$ cat src/rtl/calseq_pkg.sv
package calseq_pkg;

    typedef enum logic [2:0] {
        ST_IDLE,
        ST_SYNC,
        ST_GND,
        ST_CAL,
        ST_WAIT
    } seq_state_t;

    typedef struct packed {
        logic sync;
        logic gnd;
        logic cal;
        logic busy;
    } seq_ctrl_t;

    function automatic seq_ctrl_t decode_ctrl(seq_state_t s);
        seq_ctrl_t c;
        c.sync = (s == ST_SYNC);
        c.gnd  = (s == ST_GND) || (s == ST_CAL) || (s == ST_WAIT);
        c.cal  = (s == ST_CAL);
        c.busy = (s != ST_IDLE);
        return c;
    endfunction

    function automatic int unsigned max_u(int unsigned a, int unsigned b);
        return (a > b) ? a : b;
    endfunction

endpackage

$ cat src/rtl/strap_sampler.sv
module strap_sampler #(
    parameter int unsigned DELAY = 250
) (
    input  logic clk,
    input  logic rst,
    input  logic strap_in,
    output logic mode_o,
    output logic valid_o
);
    localparam int CW = $clog2(DELAY + 1);

    logic [CW-1:0] cnt_q;

    always_ff @(posedge clk) begin
        if (rst) begin
            cnt_q   <= '0;
            mode_o  <= 1'b0;
            valid_o <= 1'b0;
        end else if (!valid_o) begin
            cnt_q <= cnt_q + 1'b1;
            if (cnt_q == CW'(DELAY - 1)) begin
                mode_o  <= strap_in;
                valid_o <= 1'b1;
            end
        end
    end

    assert_mode_held_R2: assert property (@(posedge clk) disable iff (rst)
        valid_o |=> valid_o && $stable(mode_o));

endmodule

$ cat src/rtl/req_retimer.sv
module req_retimer #(
    parameter int unsigned STAGES = 2
) (
    input  logic clk,
    input  logic rst,
    input  logic req_async,
    output logic req_pulse
);
    logic [STAGES:0] pipe_q;

    genvar g;
    generate
        for (g = 0; g <= STAGES; g++) begin : g_stage
            if (g == 0) begin : g_first
                always_ff @(posedge clk) begin
                    if (rst) pipe_q[0] <= 1'b0;
                    else     pipe_q[0] <= req_async;
                end
            end else begin : g_next
                always_ff @(posedge clk) begin
                    if (rst) pipe_q[g] <= 1'b0;
                    else     pipe_q[g] <= pipe_q[g-1];
                end
            end
        end
    endgenerate

    assign req_pulse = pipe_q[STAGES-1] & ~pipe_q[STAGES];

    assert_pulse_single_R4: assert property (@(posedge clk) disable iff (rst)
        req_pulse |=> !req_pulse);

endmodule

$ cat src/rtl/frame_counter.sv
module frame_counter #(
    parameter int CW = 13
) (
    input  logic          clk,
    input  logic          rst,
    input  logic          clear,
    input  logic          count_en,
    input  logic [CW-1:0] limit,
    output logic          hit
);
    logic [CW-1:0] cnt_q;

    assign hit = count_en && (cnt_q == limit - 1'b1);

    always_ff @(posedge clk) begin
        if (rst || clear) cnt_q <= '0;
        else if (hit)     cnt_q <= '0;
        else if (count_en) cnt_q <= cnt_q + 1'b1;
    end

    assert_count_bound_R6: assert property (@(posedge clk) disable iff (rst || clear)
        cnt_q < limit);

endmodule

$ cat src/rtl/cal_sequencer.sv
module cal_sequencer
    import calseq_pkg::*;
#(
    parameter int unsigned STRAP_DELAY = 250,
    parameter int unsigned WAIT_128    = 2050,
    parameter int unsigned WAIT_64     = 4100,
    parameter int unsigned SYNC_STAGES = 2
) (
    input  logic clk,
    input  logic rst,
    input  logic strap_in,
    input  logic cal_req_in,
    input  logic os128_sel,
    input  logic lr_tick,
    output logic ctrl_mode_o,
    output logic mode_valid_o,
    output logic sync_o,
    output logic gndcal_o,
    output logic cal_o,
    output logic busy_o
);
    localparam int unsigned WAIT_MAX = max_u(WAIT_128, WAIT_64);
    localparam int CW = $clog2(WAIT_MAX + 1);

    seq_state_t    state_q, state_d;
    seq_ctrl_t     ctrl;
    logic          req_pulse;
    logic          wait_hit;
    logic [CW-1:0] limit_q;

    strap_sampler #(.DELAY(STRAP_DELAY)) u_strap (
        .clk     (clk),
        .rst     (rst),
        .strap_in(strap_in),
        .mode_o  (ctrl_mode_o),
        .valid_o (mode_valid_o)
    );

    req_retimer #(.STAGES(SYNC_STAGES)) u_retime (
        .clk      (clk),
        .rst      (rst),
        .req_async(cal_req_in),
        .req_pulse(req_pulse)
    );

    frame_counter #(.CW(CW)) u_frames (
        .clk     (clk),
        .rst     (rst),
        .clear   (state_q == ST_CAL),
        .count_en((state_q == ST_WAIT) && lr_tick),
        .limit   (limit_q),
        .hit     (wait_hit)
    );

    always_comb begin
        state_d = state_q;
        unique case (state_q)
            ST_IDLE: if (req_pulse && mode_valid_o) state_d = ST_SYNC;
            ST_SYNC: state_d = ST_GND;
            ST_GND:  state_d = ST_CAL;
            ST_CAL:  state_d = ST_WAIT;
            ST_WAIT: if (wait_hit) state_d = ST_IDLE;
            default: state_d = ST_IDLE;
        endcase
    end

    always_ff @(posedge clk) begin
        if (rst) begin
            state_q <= ST_IDLE;
            limit_q <= CW'(WAIT_64);
        end else begin
            state_q <= state_d;
            if (state_q == ST_CAL)
                limit_q <= os128_sel ? CW'(WAIT_128) : CW'(WAIT_64);
        end
    end

    assign ctrl     = decode_ctrl(state_q);
    assign sync_o   = ctrl.sync;
    assign gndcal_o = ctrl.gnd;
    assign cal_o    = ctrl.cal;
    assign busy_o   = ctrl.busy;

    assert_sync_then_gnd_R5: assert property (@(posedge clk) disable iff (rst)
        sync_o |=> gndcal_o && !sync_o);
    assert_gnd_after_sync_R5: assert property (@(posedge clk) disable iff (rst)
        $rose(gndcal_o) |-> $past(sync_o));
    assert_cal_inside_gnd_R5: assert property (@(posedge clk) disable iff (rst)
        cal_o |-> gndcal_o);
    assert_release_on_count_R6: assert property (@(posedge clk) disable iff (rst)
        $fell(gndcal_o) |-> $past(wait_hit));
    assert_no_start_early_R3: assert property (@(posedge clk) disable iff (rst)
        !mode_valid_o |=> !sync_o);
    assert_busy_covers_R8: assert property (@(posedge clk) disable iff (rst)
        $onehot0({sync_o, cal_o}) && (gndcal_o || sync_o) == busy_o);

endmodule

$ cat config.mk
export PLATFORM = sky130hd
export DESIGN_NAME = cal_sequencer
export DESIGN_NICKNAME = d
export VERILOG_FILES = /design/src/rtl/calseq_pkg.sv /design/src/rtl/strap_sampler.sv /design/src/rtl/req_retimer.sv /design/src/rtl/frame_counter.sv /design/src/rtl/cal_sequencer.sv
export SDC_FILE = /design/constraint.sdc
export NUM_CORES = 1
export LEC_CHECK = 0
export ABC_AREA = 1
export BUFFER_PORTS_ARGS = -buffer_cell sky130_fd_sc_hd__buf_2
export CAP_MARGIN = 10
export CORE_ASPECT_RATIO = 0.6
export CORE_MARGIN = 4
export CORE_UTILIZATION = 45
export DETAILED_ROUTE_END_ITERATION = 10
export GPL_TIMING_DRIVEN = 0
export PLACE_DENSITY = 0.62
export REMOVE_ABC_BUFFERS = 1
export SLEW_MARGIN = 20
export SYNTH_ARGS = -nofsm -noshare
export SYNTH_HDL_FRONTEND = slang
export SYNTH_SLANG_ARGS = --single-unit
$ cat constraint.sdc
create_clock -name clk -period 2.38 [get_ports clk]
set_input_delay 0.476 -clock clk [delete_from_list [all_inputs] [get_ports clk]]
set_output_delay 0.476 -clock clk [all_outputs]
set_load 0.02 [all_outputs]
# Word-level counts from Yosys, hierarchy flattened
# Cells that the tools add are included.
[word_totals] mem_bits_ro=0 ram_bits=0 regBits=42 mem_count=0 word_cells=40 in_bits=6 latchBits=0 out_inout_bits=6
[op_classes] n_eq_ne=8 n_reduce_logical=11 muxes=6 n_lt_le_gt_ge=0 bitwise_logic=3 n_addsub=3 multipliers=0 shift=0 div=0
[ops] cell="3-bit one-hot mux with 5 select lines" count=1
[ops] cell="13-bit by 1-bit adder with 13-bit output (second input constant)" count=1
[ops] cell="13-bit == test" count=1
[ops] cell="13-bit 2-to-1 mux" count=1
[ops] cell="13-bit by 1-bit subtractor with 13-bit output (second input constant)" count=1
[ops] cell="8-bit by 1-bit adder with 8-bit output (second input constant)" count=1
[ops] cell="8-bit == test (second input constant)" count=1
[ops] cell="3-bit by 2-bit == test with 1-bit output (second input constant)" count=2
[ops] cell="3-bit 2-to-1 mux" count=2
[ops] cell="2-bit AND reduction" count=2
[ops] cell="3-bit by 1-bit == test with 1-bit output (second input constant)" count=1
[ops] cell="3-bit == test (second input constant)" count=1
[ops] cell="1-bit logical AND" count=3
[ops] cell="3-bit logical NOT" count=1
[ops] cell="1-bit logical OR" count=3
[ops] cell="3-bit nonzero test" count=1
[ops] cell="1-bit 2-to-1 mux" count=2
[ops] cell="2-bit by 1-bit != test with 1-bit output (second input constant)" count=1
[ops] cell="2-bit != test (second input constant)" count=1
[ops] cell="1-bit NOT" count=2
[ops] cell="2-bit OR reduction" count=1
[ops] cell="1-bit bitwise AND" count=1

# Longest topological paths before layout
# Gate-level depths: netlist (run 1).
[logic_depth] depth_word=5 mapped_depth=11 depth_no_buf=11

# Hierarchy
# From an unflattened synthesis (run 1), not the netlist that was laid out.
[hier_totals] cells_unflattened=299 area_unflattened_um2=1929.4
[by_module_without_submodules] mod="frame_counter" seq_area_each_um2=260.2 cells_per_inst=189 instances=1 area_per_inst_um2=1134.8
[by_module_without_submodules] mod="strap_sampler" seq_area_each_um2=200.2 cells_per_inst=66 instances=1 area_per_inst_um2=474.2
[by_module_without_submodules] mod="cal_sequencer" seq_area_each_um2=100.1 cells_per_inst=34 instances=1 area_per_inst_um2=234.0
[by_module_without_submodules] mod="req_retimer" seq_area_each_um2=60.1 cells_per_inst=10 instances=1 area_per_inst_um2=86.3

# Worst setup path before layout (run 1)
# OpenSTA, ideal clock, no wires.
[synth_timing] kind="reg-to-reg" from="register limit_q[11]" to="register u_frames.cnt_q[2]" setup_time_ns=0.116 required_ns=2.264 synth_period_minus_slack_ns=1.504 path_slack_ns=0.876 n_path_buf=1 stages_incl_launch_ff=10 arrival_time_ns=1.388 path_cell_list="dfxtp_1 -> inv_1 -> ha_1 -> a21oi_2 -> nand2_1 -> nor2_1 -> nand4_1 -> nand3_2 -> buf_6 -> nor2_1"
[synth_via] elab_chain_cells=4
[synth_lines] item="from (decl)" line_no="cal_sequencer.sv:29" rtl="logic [CW-1:0] limit_q;"
[synth_lines] item="from (signal assigned)" line_no="cal_sequencer.sv:70" rtl="limit_q <= CW'(WAIT_64);"
[synth_lines] item="from (signal assigned)" line_no="cal_sequencer.sv:74" rtl="limit_q <= os128_sel ? CW'(WAIT_128) : CW'(WAIT_64);"
[synth_lines] item="13-bit by 1-bit subtractor with 13-bit output" line_no="frame_counter.sv:13" rtl="assign hit = count_en && (cnt_q == limit - 1'b1);"
[synth_lines] item="13-bit == test" line_no="frame_counter.sv:13"
[synth_lines] item="1-bit logical AND" line_no="frame_counter.sv:13"
[synth_lines] item="2-bit OR reduction (no line)"
[synth_lines] item="to (signal assigned)" line_no="frame_counter.sv:18" rtl="else if (count_en) cnt_q <= cnt_q + 1'b1;"
[synth_lines] item="to (decl)" line_no="frame_counter.sv:11" rtl="logic [CW-1:0] cnt_q;"
# No other way between the ends.
# A chain may end at the register's enable or synchronous reset.

# Worst setup path in the final report (run 1)
[layout_timing] from="register limit_q[11]" to="register u_frames.cnt_q[5]"
# The elaborated chain is that of the path after synthesis.

==> flow_metrics.env, run 1 <==
export IMPL_vias=1399
export IMPL_p_clk_share_pct=40.3
export IMPL_cts_clk_slew_worst_paths_ps=60
export IMPL_fin_crit_ps=1720
export IMPL_ys_warn_count=0
export IMPL_place_gp_congestion=0.899
export IMPL_final_layout_size_suffix_gt1_share_pct=11.0
export IMPL_port_buffer_count=11
export IMPL_fmax_ghz=0.580
export IMPL_worstSkewPairLatency_ps=280
export IMPL_synth_edff_count=0
export IMPL_combPwrFrac_pct=7.6
export IMPL_antenna_found_initial=0
export IMPL_ys_seq_area_share_pct=36.9
export IMPL_skew_ps=3.16
export IMPL_finalSetupTns_ps=0
export IMPL_period_share_pct=72.4
export IMPL_swShare_pct=24.4
export IMPL_p_switching_w=0.000254
export IMPL_grt_use_total_pct=15.5
export IMPL_fin_nets=267
export IMPL_start_kind="flip-flop"
export IMPL_synth_avg_cell_area_um2=6.98
export IMPL_dp_cells=293
export IMPL_p_leak_nw=0.826
export IMPL_synthToLayoutAreaGrowth_pct=10.0
export IMPL_grt_pass1_vias=1229
export IMPL_final_cells=300
export IMPL_setup_viol=0
export IMPL_numClockSinks=31
export IMPL_relSlewSlack_pct=70.6
export IMPL_maxCapViolations=0
export IMPL_antenna_left=0
export IMPL_status="finished, final reports clean"
export IMPL_hold_viol_final=0
export IMPL_rsz0062_at_grt="false"
export IMPL_numCtsBuffers=5
export IMPL_dieArea_mm2=0.00481
export IMPL_drt_initial_drc_count=107
export IMPL_final_cell_mix="nand2_1 (57), nor2_1 (47), inv_1 (32)"
export IMPL_cts_tree="yes"
export IMPL_wl_per_cell_um=11.2
export IMPL_firstDrtPassIters=4
export IMPL_cts_buffer_depth=2
export IMPL_dp_hpwl_um=2530
export IMPL_ys_ff_latch=31
export IMPL_worst_endpoint_arrival_ps=1890
export IMPL_drc=0
export IMPL_intPower_w=0.000786
export IMPL_seq_power_share_pct=52.2
export IMPL_start_util_pct=49.2
export IMPL_worstHoldPathType="in -> reg"
export IMPL_io_pins=12
export IMPL_die_width_um=87.0
export IMPL_grt_ovfl_total=0
export IMPL_drt_total_wl_um=3360
export IMPL_core_area_mm2=0.00342
export IMPL_post_cts_setup_buffer_count=0
export IMPL_crit_type="reg -> reg"
export IMPL_cts_resized=0
export IMPL_htree_num_levels=2
export IMPL_netlist_area_mm2=0.00168
export IMPL_cts_root_buf="clkbuf_8"
export IMPL_grt_max_degree=15
export IMPL_synth_cell_type_count=30
export IMPL_row_count=16
export IMPL_powerDensity_mw_per_mm2=562
export IMPL_dieHeight_um=55.4
export IMPL_synth_flop_cell="dfxtp_1"
export IMPL_vias_per_cell=4.66
export IMPL_vdd_drop_max_v=0.000290
export IMPL_required_ps=2550
export IMPL_hold_buffers=0
export IMPL_netlist_instances=241
export IMPL_async_reset_ff_share_pct=0
export IMPL_antenna_cells=0
export IMPL_worst_pin_slew_ps=440
export IMPL_timing_hold_ws_ps=392
export IMPL_slew_violations=0
export IMPL_crit_fanout=13
export IMPL_final_common_cell="nand2_1"
export IMPL_critPathCaptureType="flip-flop"
export IMPL_grt_pass1_wl_um=5890
cell families after synthesis:
kind of cell	after synthesis	synth area share (%)
XOR/XNOR	9	4.68
multiplexers	7	4.16
AO/OA/AOI/OAI	21	7.36
AND/OR/NAND/NOR	129	33.1
flip-flops	31	36.9
buffers and inverters	38	9.37
adder cells (fa/ha/maj)	6	4.46
critical path: stages, from the launching register on:
cell,delay [ps]
dfxtp_1,390
inv_1,100
ha_1,280
o21ai_0,170
nand2_1,80
nor2_2,130
nand4_1,130
nand3_2,260
nor2_1,70
cell usage after synthesis (2+ instances only):
library cell  number  area [um^2]
nand3_1            7         35.0
o21ai_0            8         40.0
mux2i_1            7         70.1
ha_1               6         75.1
nand2_1           57          214
nand3_2            2         20.0
a21oi_1            8         40.0
nand4_1            6         37.5
buf_4              2         15.0
nor2_2             2         12.5
nor3_2             2         20.0
nor2_1            47          176
xor2_1             5         43.8
inv_1             32          120
dfxtp_1           31          621
nor3_1             2         10.0
xnor2_1            4         35.0
power groups by stage:
| stage | Combinational (W) | Sequential [W] | Clock, W |
|---|---|---|---|
| after floorplan | 0.0000552 | 0.000552 | 0 |
| after global placement | 0.0000794 | 0.000553 | 0 |
| after detailed placement | 0.0000790 | 0.000554 | 0 |
| after CTS | 0.0000795 | 0.000542 | 0.000431 |
| after global routing | 0.0000908 | 0.000544 | 0.000447 |
| final | 0.0000788 | 0.000542 | 0.000419 |
routing by layer:
layer	track usage [%]	vias to the layer above	share of wire, %	wire length [um]
met3	5.35	7	5.3	179
li1	-	783	-	-
met2	17.2	30	32	1080
met5	0	-	0	0
met4	6.00	0	1.7	56
met1	25.1	579	61	2040
path summary, 6_finish.rpt:
check / start / endpoint / slack, ps / cells past startpoint
max: limit_q[11]$_SDFFE_PP0P_ / u_frames.cnt_q[5]$_SDFFE_PP0P_ / 660 / 8
min reg2reg: u_retime.pipe_q[0]$_SDFF_PP0_ / u_retime.pipe_q[1]$_SDFF_PP0_ / 400 / 2
min: cal_req_in / u_retime.pipe_q[0]$_SDFF_PP0_ / 390 / 3
max reg2reg: limit_q[11]$_SDFFE_PP0P_ / u_frames.cnt_q[5]$_SDFFE_PP0P_ / 660 / 8
registers in the layout, summed over array words and instances (netlist names):
register and cells:
u_strap.valid_o 1, u_strap.mode_o 1, u_strap.cnt_q 8, u_retime.pipe_q 3
state_q 3, u_frames.cnt_q 13, limit_q 2
cell type report:
cell class | count | area, um^2
fill | 329 | 1570
timing repair buffer | 11 | 55.1
inverter | 34 | 128
clock buffer | 6 | 82.6
clock inverter | 1 | 5.00
sequential | 31 | 621
multi-input combinational | 172 | 905
tap | 45 | 56.3
stage by stage:
| step | area (um^2) | worst slack (ps) | total power (W) | utilization, % |
|---|---|---|---|---|
| 3_3_place_gp | 1760 | 558 | 0.000633 | 51.5 |
| 2_1_floorplan | 1650 | 911 | 0.000607 | - |
| 6_report | 1850 | 657 | 0.00104 | 54.1 |
| 4_1_cts | 1850 | 616 | 0.00105 | 54.1 |
| 3_5_place_dp | 1760 | 543 | 0.000633 | 51.5 |
| 5_1_grt | 1850 | 489 | 0.00108 | 54.1 |
Note: power is estimated with default switching activity, not from simulation.
==> run 2: changes to the inputs <==
--- a/config.mk
+++ b/config.mk
@@ -5,7 +5,7 @@
 export SDC_FILE = /design/constraint.sdc
 export NUM_CORES = 1
 export LEC_CHECK = 0
-export ABC_AREA = 1
+export ABC_AREA = 0
 export BUFFER_PORTS_ARGS = -buffer_cell sky130_fd_sc_hd__buf_2
 export CAP_MARGIN = 10
 export CORE_ASPECT_RATIO = 0.6
@@ -13,7 +13,7 @@
 export CORE_UTILIZATION = 45
 export DETAILED_ROUTE_END_ITERATION = 10
 export GPL_TIMING_DRIVEN = 0
-export PLACE_DENSITY = 0.62
+export PLACE_DENSITY = 0.65
 export REMOVE_ABC_BUFFERS = 1
 export SLEW_MARGIN = 20
 export SYNTH_ARGS = -nofsm -noshare
==> constraint.sdc (replaced) <==
create_clock -name clk -period 1.4 [get_ports clk]
set_input_delay 0.28 -clock clk [delete_from_list [all_inputs] [get_ports clk]]
set_output_delay 0.28 -clock clk [all_outputs]
set_load 0.02 [all_outputs]
==> run 2 against run 1 <==
  * The flow now finishes with violations (setup timing)
  * Maximum frequency rose by 3.1%
  * Flip-flop and latch count unchanged
  * Sequential power grew 66%
  * Non-clock buffer count increased by 17
  * Cell count down 21%
  * Setup slack lost 930 ps
  * Highest routed layer unchanged
==> flow_metrics.env, run 2 <==
export IMPL_wl_met1_um=1690
export IMPL_worst_endpoint_arrival_ps=1870
export IMPL_cts_tree="yes"
export IMPL_drt_initial_drc_count=63
export IMPL_r2r_end="u_frames.cnt_q[12]$_SDFFE_PP0P_"
export IMPL_violations="setup timing"
export IMPL_p_switching_w=0.000379
export IMPL_fin_ws_ps=-271
export IMPL_p_leak_nw=0.743
export IMPL_async_reset_ff_share_pct=0
export IMPL_grt_use_total_pct=17.1
export IMPL_regMostFlops="u_frames.cnt_q"
export IMPL_crit_type="reg -> reg"
export IMPL_vias_per_cell=5.63
export IMPL_skew_ps=4.42
export IMPL_fin_nets=207
export IMPL_grt_max_degree=20
export IMPL_netlist_instances=168
export IMPL_p_clk_share_pct=44.7
export IMPL_grt_pass1_wl_um=5900
export IMPL_intPower_w=0.00136
export IMPL_start_util_pct=49.8
export IMPL_combPwrFrac_pct=3.4
export IMPL_seq_power_share_pct=51.8
export IMPL_dp_hpwl_um=2210
export IMPL_slew_violations=0
export IMPL_core_area_mm2=0.00304
export IMPL_grt_ovfl_total=0
export IMPL_swShare_pct=21.8
export IMPL_final_cell_area_mm2=0.00195
export IMPL_synth_avg_cell_area_um2=9.01
export IMPL_port_buffer_count=11
export IMPL_synth_flop_cell="dfxtp_1"
export IMPL_largest_reg_flops=13
export IMPL_maxCapViolations=0
export IMPL_reg_largest_list="u_frames.cnt_q: 13 flops, u_strap.cnt_q: 8 flops"
export IMPL_crit_fanout=7
export IMPL_status="finished with violations"
export IMPL_die_width_um=82.9
export IMPL_rr_worst_depth=5
export IMPL_cts_clk_slew_worst_paths_ps=70
export IMPL_timing_hold_ws_ps=207
export IMPL_synth_top_area_share_pct=41.0
export IMPL_period_share_pct=119
export IMPL_powerDensity_mw_per_mm2=891
export IMPL_synthToLayoutAreaGrowth_pct=29.0
export IMPL_fin_crit_ps=1670
export IMPL_relSlewSlack_pct=73.5
export IMPL_hold_viol_final=0
export IMPL_hold_buffers=0
export IMPL_netlist_area_mm2=0.00151
export IMPL_wl_per_cell_um=14.8
export IMPL_drt_total_wl_um=3530
export IMPL_grt_pass1_vias=1273
export IMPL_dr_wl_met3_um=186
export IMPL_min_path_cells=2
export IMPL_regToRegSetupSlack_ps=-270
export IMPL_ys_seq_area_share_pct=41.0
export IMPL_htree_num_levels=2
export IMPL_dieHeight_um=52.9
export IMPL_rsz0062_at_grt="true"
export IMPL_place_gp_congestion=0.777
export IMPL_vdd_drop_max_v=0.000619
export IMPL_yosysTopAreaCell="dfxtp_1"
export IMPL_critPathCaptureType="flip-flop"
export IMPL_ys_warn_count=0
export IMPL_final_common_cell="dfxtp_1"
export IMPL_yosysMostFrequentCell="dfxtp_1"
export IMPL_synth_edff_count=0
export IMPL_synthTopCellsByCount="dfxtp_1 (31), xor2_1 (15), nor2_1 (12), nor3_1 (11), nand2_1 (9)"
export IMPL_setup_viol=16
export IMPL_row_count=15
export IMPL_whs_endpoint="u_retime.pipe_q[0]$_SDFF_PP0_"
export IMPL_ys_ff_latch=31
export IMPL_synthTopCellsByArea="dfxtp_1 (41%), xor2_1 (8.7%), ha_1 (5.0%), nor3_1 (3.6%), nand4_1 (3.3%)"
export IMPL_dpl_cell_area_mm2=0.00159
export IMPL_worstHoldPathType="in -> reg"
export IMPL_cts_root_buf="clkbuf_8"
export IMPL_firstDrtPassIters=4
export IMPL_wl_met2_um=1650
export IMPL_dieArea_mm2=0.00439
export IMPL_vias=1340
export IMPL_antenna_left=0
export IMPL_final_layout_size_suffix_gt1_share_pct=32.7
export IMPL_final_cell_mix="dfxtp_1 (20), xor2_1 (15), buf_4 (15)"
export IMPL_io_pins=12
export IMPL_required_ps=1600
export IMPL_top_layer_used="met4"
export IMPL_numClockSinks=31
export IMPL_cts_buffer_depth=2
export IMPL_start_kind="flip-flop"
export IMPL_antenna_found_initial=0
export IMPL_worstSkewPairLatency_ps=280
export IMPL_reg2reg_from="u_frames.cnt_q[0]$_SDFFE_PP0P_"
export IMPL_worstHoldStart="cal_req_in"
export IMPL_synth_cell_type_count=37
export IMPL_final_core_util_pct=64.2
export IMPL_drc=0
export IMPL_worst_pin_slew_ps=390
export IMPL_antenna_cells=0
export IMPL_numCtsBuffers=5
export IMPL_finalSetupTns_ps=-3270
export IMPL_fmax_ghz=0.598
-- run 2: changes by cell type in the layout (fill, tap and decap cells not counted), sizes merged, moves of 6 or more --
cell,previous run,this run
xor2,5,15
nor2,50,12
nand2,57,9
buf,11,28
or3,0,6
inv,33,5
nor3,4,11
-- run 2: cells by family (layout without fill, tap and decap cells) --
group	Yosys count	in the layout	share of synthesized area, %
compound gates	19	19	7.85
flops	31	31	41.0
xor+xnor	18	18	10.4
buf+inv	13	41	3.31
mux	4	4	2.73
fa+ha+maj	6	6	4.96
simple gates	77	77	29.8
-- run 2: metrics by stage --
step,setup slack (ps),std cells,power (W)
CTS,-280,231,0.00174
global placement,-591,213,0.000984
finish,-271,238,0.00174
detailed placement,-662,213,0.000987
floorplan,-380,160,0.000963
global route,-386,238,0.00181
-- run 2: how the worst max path moves through the flow --
stage / start / end / slack, ps / cells past startpoint
after floorplan: u_frames.cnt_q[4]$_SDFFE_PP0P_ / u_frames.cnt_q[10]$_SDFFE_PP0P_ / -380 / 4
after global placement: u_frames.cnt_q[4]$_SDFFE_PP0P_ / u_frames.cnt_q[1]$_SDFFE_PP0P_ / -590 / 4
after detailed placement: u_frames.cnt_q[4]$_SDFFE_PP0P_ / u_frames.cnt_q[1]$_SDFFE_PP0P_ / -660 / 4
after CTS: u_frames.cnt_q[5]$_SDFFE_PP0P_ / u_frames.cnt_q[11]$_SDFFE_PP0P_ / -280 / 5
after global routing: limit_q[11]$_SDFFE_PP0P_ / state_q[2]$_SDFFE_PP0P_ / -390 / 7
final: u_frames.cnt_q[0]$_SDFFE_PP0P_ / u_frames.cnt_q[12]$_SDFFE_PP0P_ / -270 / 5
-- run 2: metal layers --
metal  vias up  GRT usage (%)
li1        656              -
met1       642           21.9
met2        40           28.2
met3         2           5.29
met4         0           4.62
met5         -              0
-- run 2: layout make-up --
class / count / area (um^2)
Inverter: 5 / 18.8
Multi-Input combinational cell: 124 / 920
Fill cell: 268 / 1090
Clock buffer: 8 / 100
Timing Repair Buffer: 28 / 215
Tap cell: 42 / 52.6
Sequential cell: 31 / 647
-- run 2: timing repair --
item	in CTS	in global routing
endpoints found under the setup margin	18	21
resized for setup	26	18
setup buffers	10	7
pin swaps	5	8
-- run 2: power groups by stage --
stage	sequential, W	combinational (W)	clock, W
final	0.000902	0.0000598	0.000779
after CTS	0.000900	0.0000578	0.000781
after detailed placement	0.000929	0.0000576	0
after floorplan	0.000926	0.0000370	0
after global placement	0.000929	0.0000554	0
after global routing	0.000904	0.0000684	0.000842
-- run 2: worst max-delay path, stage by stage (launching register included) --
cell,delay (ps)
dfxtp_2,420
ha_1,230
and4_2,310
nand2_1,80
or3_1,340
a211oi_1,220
